==> src/rtl/nest_irq_ctl.sv <==
module nest_irq_ctl #(
  parameter int NDEV = 7,
  parameter int NEXC = 4,
  parameter int NTRAP = 4,
  parameter int PCW = 32,
  parameter int DEPTH = 4,
  parameter logic [PCW-1:0] VEC_BASE = 'h100,
  localparam int EXCW = $clog2(NEXC),
  localparam int TRPW = $clog2(NTRAP),
  localparam int DPW = $clog2(DEPTH + 1),
  localparam int WDW = (NDEV > 3) ? NDEV : 3
) (
  input  logic            clk,
  input  logic            rst_n,
  input  logic [NDEV-1:0] dev_req,
  input  logic            exc_valid,
  input  logic [EXCW-1:0] exc_cause,
  input  logic            trap_valid,
  input  logic [TRPW-1:0] trap_num,
  input  logic [PCW-1:0]  cur_pc,
  input  logic            rte,
  input  logic            wr_en,
  input  logic [1:0]      wr_addr,
  input  logic [WDW-1:0]  wr_data,
  output logic            redir_valid,
  output logic [PCW-1:0]  redir_pc,
  output logic            sup_mode,
  output logic            gie,
  output logic [2:0]      level,
  output logic [DPW-1:0]  depth,
  output logic [NDEV-1:0] pend,
  output logic            ovf
);
  localparam int DIW = $clog2(NDEV);
  localparam int CW = $clog2(NDEV + NEXC + NTRAP);
  localparam int AW = $clog2(DEPTH);

  logic [NDEV-1:0] mask_q;
  logic [PCW-1:0] s_pc [DEPTH];
  logic [2:0] s_lvl [DEPTH];
  logic [DEPTH-1:0] s_sup, s_gie;

  logic dev_hit;
  logic [DIW-1:0] dev_idx;
  always_comb begin
    dev_hit = 1'b0;
    dev_idx = '0;
    for (int i = 0; i < NDEV; i++)
      if (pend[i] && mask_q[i] && gie && (3'(i + 1) > level)) begin
        dev_hit = 1'b1;
        dev_idx = DIW'(i);
      end
  end

  wire want  = exc_valid | trap_valid | dev_hit;
  wire full  = depth == DPW'(DEPTH);
  wire pop   = rte && depth != '0;
  wire push  = !rte && want && !full;
  wire wr_ok = wr_en && sup_mode && !rte && !want;
  wire [AW-1:0] wp = AW'(depth);
  wire [AW-1:0] rp = AW'(depth - DPW'(1));
  wire [NDEV-1:0] clr = (wr_ok && wr_addr == 2'd2) ? wr_data[NDEV-1:0] : '0;

  logic [CW-1:0] cause;
  always_comb
    if (exc_valid)       cause = CW'(NDEV) + CW'(exc_cause);
    else if (trap_valid) cause = CW'(NDEV + NEXC) + CW'(trap_num);
    else                 cause = CW'(dev_idx);

  always_ff @(posedge clk or negedge rst_n)
    if (!rst_n) begin
      redir_valid <= 1'b0;
      redir_pc    <= '0;
      sup_mode    <= 1'b0;
      gie         <= 1'b0;
      level       <= '0;
      depth       <= '0;
      pend        <= '0;
      mask_q      <= '0;
      ovf         <= 1'b0;
    end else begin
      redir_valid <= pop | push;
      pend <= (pend & ~clr) | dev_req;
      if (!rte && want && full) ovf <= 1'b1;
      if (pop) begin
        redir_pc <= s_pc[rp];
        level    <= s_lvl[rp];
        sup_mode <= s_sup[rp];
        gie      <= s_gie[rp];
        depth    <= depth - DPW'(1);
      end else if (push) begin
        redir_pc <= VEC_BASE + (PCW'(cause) << 2);
        sup_mode <= 1'b1;
        gie      <= 1'b0;
        depth    <= depth + DPW'(1);
        if (!exc_valid && !trap_valid) level <= 3'(dev_idx) + 3'd1;
      end else if (wr_ok) begin
        case (wr_addr)
          2'd0: gie <= wr_data[0];
          2'd1: level <= wr_data[2:0];
          2'd3: mask_q <= wr_data[NDEV-1:0];
          default: ;
        endcase
      end
    end

  always_ff @(posedge clk)
    if (push) begin
      s_pc[wp]  <= cur_pc;
      s_lvl[wp] <= level;
      s_sup[wp] <= sup_mode;
      s_gie[wp] <= gie;
    end
endmodule

==> config.mk <==
export PLATFORM = sky130hd
export DESIGN_NAME = nest_irq_ctl
export DESIGN_NICKNAME = d
export VERILOG_FILES = /design/src/rtl/nest_irq_ctl.sv
export SDC_FILE = /design/constraint.sdc
export NUM_CORES = 1
export LEC_CHECK = 0
export BUFFER_PORTS_ARGS = -buffer_cell sky130_fd_sc_hd__buf_2
export CORE_MARGIN = 5
export CORE_UTILIZATION = 52
export DETAILED_ROUTE_END_ITERATION = 6
export PLACE_DENSITY = 0.76
export SLEW_MARGIN = 20
export SYNTH_ARGS = -nofsm -noshare
export SYNTH_HDL_FRONTEND = slang
export SYNTH_SLANG_ARGS = --single-unit
==> constraint.sdc <==
create_clock -name clk -period 4.11 [get_ports clk]
set_input_delay 0.2055 -clock clk [delete_from_list [all_inputs] [get_ports clk]]
set_output_delay 0.2055 -clock clk [all_outputs]
set_load 0.01 [all_outputs]
==> flow_summary.ini <==
[status]
status = finished, final reports clean

[min_path]
holdCritStartpoint = wr_data[2]
min_to = pend[2]
hold_path.class = in -> reg
min_path_cells = 3

[synth]
yosys_warnings = 0
syn_nets = 495
ys_ff_latch = 204
synth_area_per_cell_sq_um = 18.7
synthFlopType = edfxtp_1
async_flop_share = 0.275
ys_seq_area_frac = 0.727
synth_area_sq_mm = 0.00804
ys_types = 56
syn_inst = 429
synth_edf_count = 148

[worst_setup_path]
startpoint_type = register
r2r_slack_ns = 1.19
cp.required_ns = 4.28
critPathBufInv = 1
crit_path_start = level[1]
reg2reg_to = s_pc[3][1]
crit_slowest_cell = and2_2
r2r_cells = 6
r2r-start = level[1]
path_max_fanout = 20
crit_type = reg -> reg
critPathTopFamily = simple AND/OR/NAND/NOR gates
worst_path_largest_cell_delay_ns = 0.58
crit_chain = and2_1, o22ai_2, nor3_1, a21oi_1, and2_2, buf_4
cp.arrival_ns = 3.09
crit_cells = 6
critPathCaptureType = register

[pwr]
comb_power_share = 0.303
ir_worst_vdd_v = 0.000408
report.power.total_mw = 6.74
sequentialPowerShare = 0.434
swShare = 0.304
p_per_area_mw_per_mm2 = 679
p_switching_mw = 2.05
p_int_mw = 4.69
leakage_nw = 3.76
p_clk_frac = 0.262

[timing]
worstMarginPinSlew_ns = 0.859
maxSlewHeadroom = 0.427
clock-skew-final_ns = 0.0146
fin_hold_ws_ns = 0.0372
rsz0062_at_grt = false
setup_viol = 0
final_max_slew_viol_count = 0
fin_crit_sh = 0.711
finalSetupTns_ns = 0
period_minus_slack_ns = 2.92
finalHoldViolCount = 0
fmax_ghz = 0.342

[cts]
post_cts_buffers = 0
clkTransAtPathRegs_ns = 0.06
cts_buffers = 21
root_buffer = clkbuf_16
clock_path_buffers = 3
h-tree-depth = 1
cts_sinks = 204
cts_tree = yes
clk_latency_ns = 0.50

[route]
avgRoutedWirePerCell_um = 21.7
vias = 4648
top_layer_used = met4
drt_iter0_drc = 343
avgViaCountPerCell = 5.81
firstDrtPassIters = 4
ant_nets = 0
met1_length_um = 7300
met2_length_um = 8680
drcViolationCount = 0
finalWirelength_um = 17400
route.met3.wl_um = 1070

[finish]
antenna_cells = 0
final_common_cell = edfxtp_1
syn_to_final_growth_pct = 23.4
final_cells = 800
nets = 663
layout_common_cells = edfxtp_1 (148), buf_2 (106), dfrtp_1 (55)
fillers = 1038
drive_above_1_share = 0.343
final_area_sq_mm = 0.00992

[die]
std_cell_rows = 45
die-height_um = 134
die_area_sq_mm = 0.0180
pin_count = 107
dieWidth_um = 134
start_util = 0.529
fp.coreArea_sq_mm = 0.0152

[placement]
dpl-instance-area_sq_mm = 0.00882
dp_hpwl_um = 10600
dp.cells = 715
port_buffers = 106
place_congestion = 0.903

[global_routing]
antenna_found_initial = 0
grt_pass1_vias = 4960
grt_max_degree = 41
grt_overflow = 0
grt_usage = 0.198
grt_pass1_wl_um = 27800

[run]
drv_cap = 0
## layout make-up
class	instances	area [sq um]	share of cell area
flip-flops and latches	204	5850	0.589
well taps	188	235	0.0237
inverters	10	37.5	0.00378
clock inverters	4	22.5	0.00227
multi-input cells	198	2090	0.210
clock buffers	34	614	0.0619
repair buffers	162	1080	0.109
## state kept, by name, indices dropped and copies added, names as in the netlist
| name | flops |
|---|---|
| mask_q | 7 |
| s_pc | 128 |
| pend | 7 |
| redir_pc | 32 |
| s_sup | 4 |
| gie | 1 |
| level | 3 |
| sup_mode | 1 |
| s_gie | 4 |
| s_lvl | 12 |
| ovf | 1 |
| redir_valid | 1 |
| depth | 3 |
## metrics by stage
step | utilization | setup slack [ns]
2_1_floorplan | - | 0.790
3_3_place_gp | 0.580 | 1.36
3_5_place_dp | 0.580 | 1.18
4_1_cts | 0.653 | 1.16
5_1_grt | 0.653 | 0.938
6_report | 0.653 | 1.19
## synthesized netlist by cell type, types with 7 or more instances
| master | count | area (sq um) |
|---|---|---|
| edfxtp_1 | 148 | 4440 |
| dfrtp_1 | 56 | 1400 |
| mux4_2 | 37 | 833 |
| a22o_1 | 27 | 236 |
| nand2_1 | 21 | 78.8 |
| a21o_1 | 11 | 82.6 |
| mux2_2 | 11 | 124 |
| inv_1 | 9 | 33.8 |
| nor2_1 | 9 | 33.8 |
| ha_1 | 8 | 100 |
| clkbuf_1 | 7 | 26.3 |
## cells by family (layout without fill, tap and decap cells)
group	Yosys count	count (layout)	synth area share
DFF	204	204	0.727
buffers and inverters	27	210	0.0157
AOI/OAI and AO/OA	75	75	0.0788
adders and majority gates	8	8	0.0125
xor gates and xnor gates	3	3	0.00327
and+or+nand+nor	64	64	0.0436
muxes	48	48	0.119
## metal layers
layer | GRT usage | up-vias
li1 | - | 2067
met1 | 0.272 | 2391
met2 | 0.335 | 162
met3 | 0.0356 | 28
met4 | 0.0452 | 0
met5 | 0.0111 | -
## worst reg2reg max path: stages (launching register included)
cell	delay [ns]
dfrtp_1	0.50
and2_1	0.25
o22ai_2	0.26
nor3_1	0.13
a21oi_1	0.47
and2_2	0.58
buf_4	0.40
## what timing repair did
item / 4_1_cts / 5_1_grt
hold endpoints to repair: 161 / 0
hold buffers: 47 / 0
resized for setup: 0 / 0
## power by group through the flow
stage | clock [mW] | combinational [mW] | sequential (mW)
after floorplan | 0 | 1.35 | 2.98
after global placement | 0 | 2.00 | 2.93
after detailed placement | 0 | 2.04 | 2.96
after CTS | 1.79 | 2.08 | 2.92
after global routing | 1.89 | 2.22 | 2.97
final | 1.77 | 2.04 | 2.93
## worst max-delay path by stage
stage | to | slack, ns
after floorplan | s_gie[3] | 0.79
after global placement | s_pc[3][31] | 1.36
after detailed placement | s_pc[3][1] | 1.18
after CTS | s_pc[3][31] | 1.16
after global routing | s_pc[3][31] | 0.94
final | s_pc[3][1] | 1.19
(Power assumes the default switching activity.)
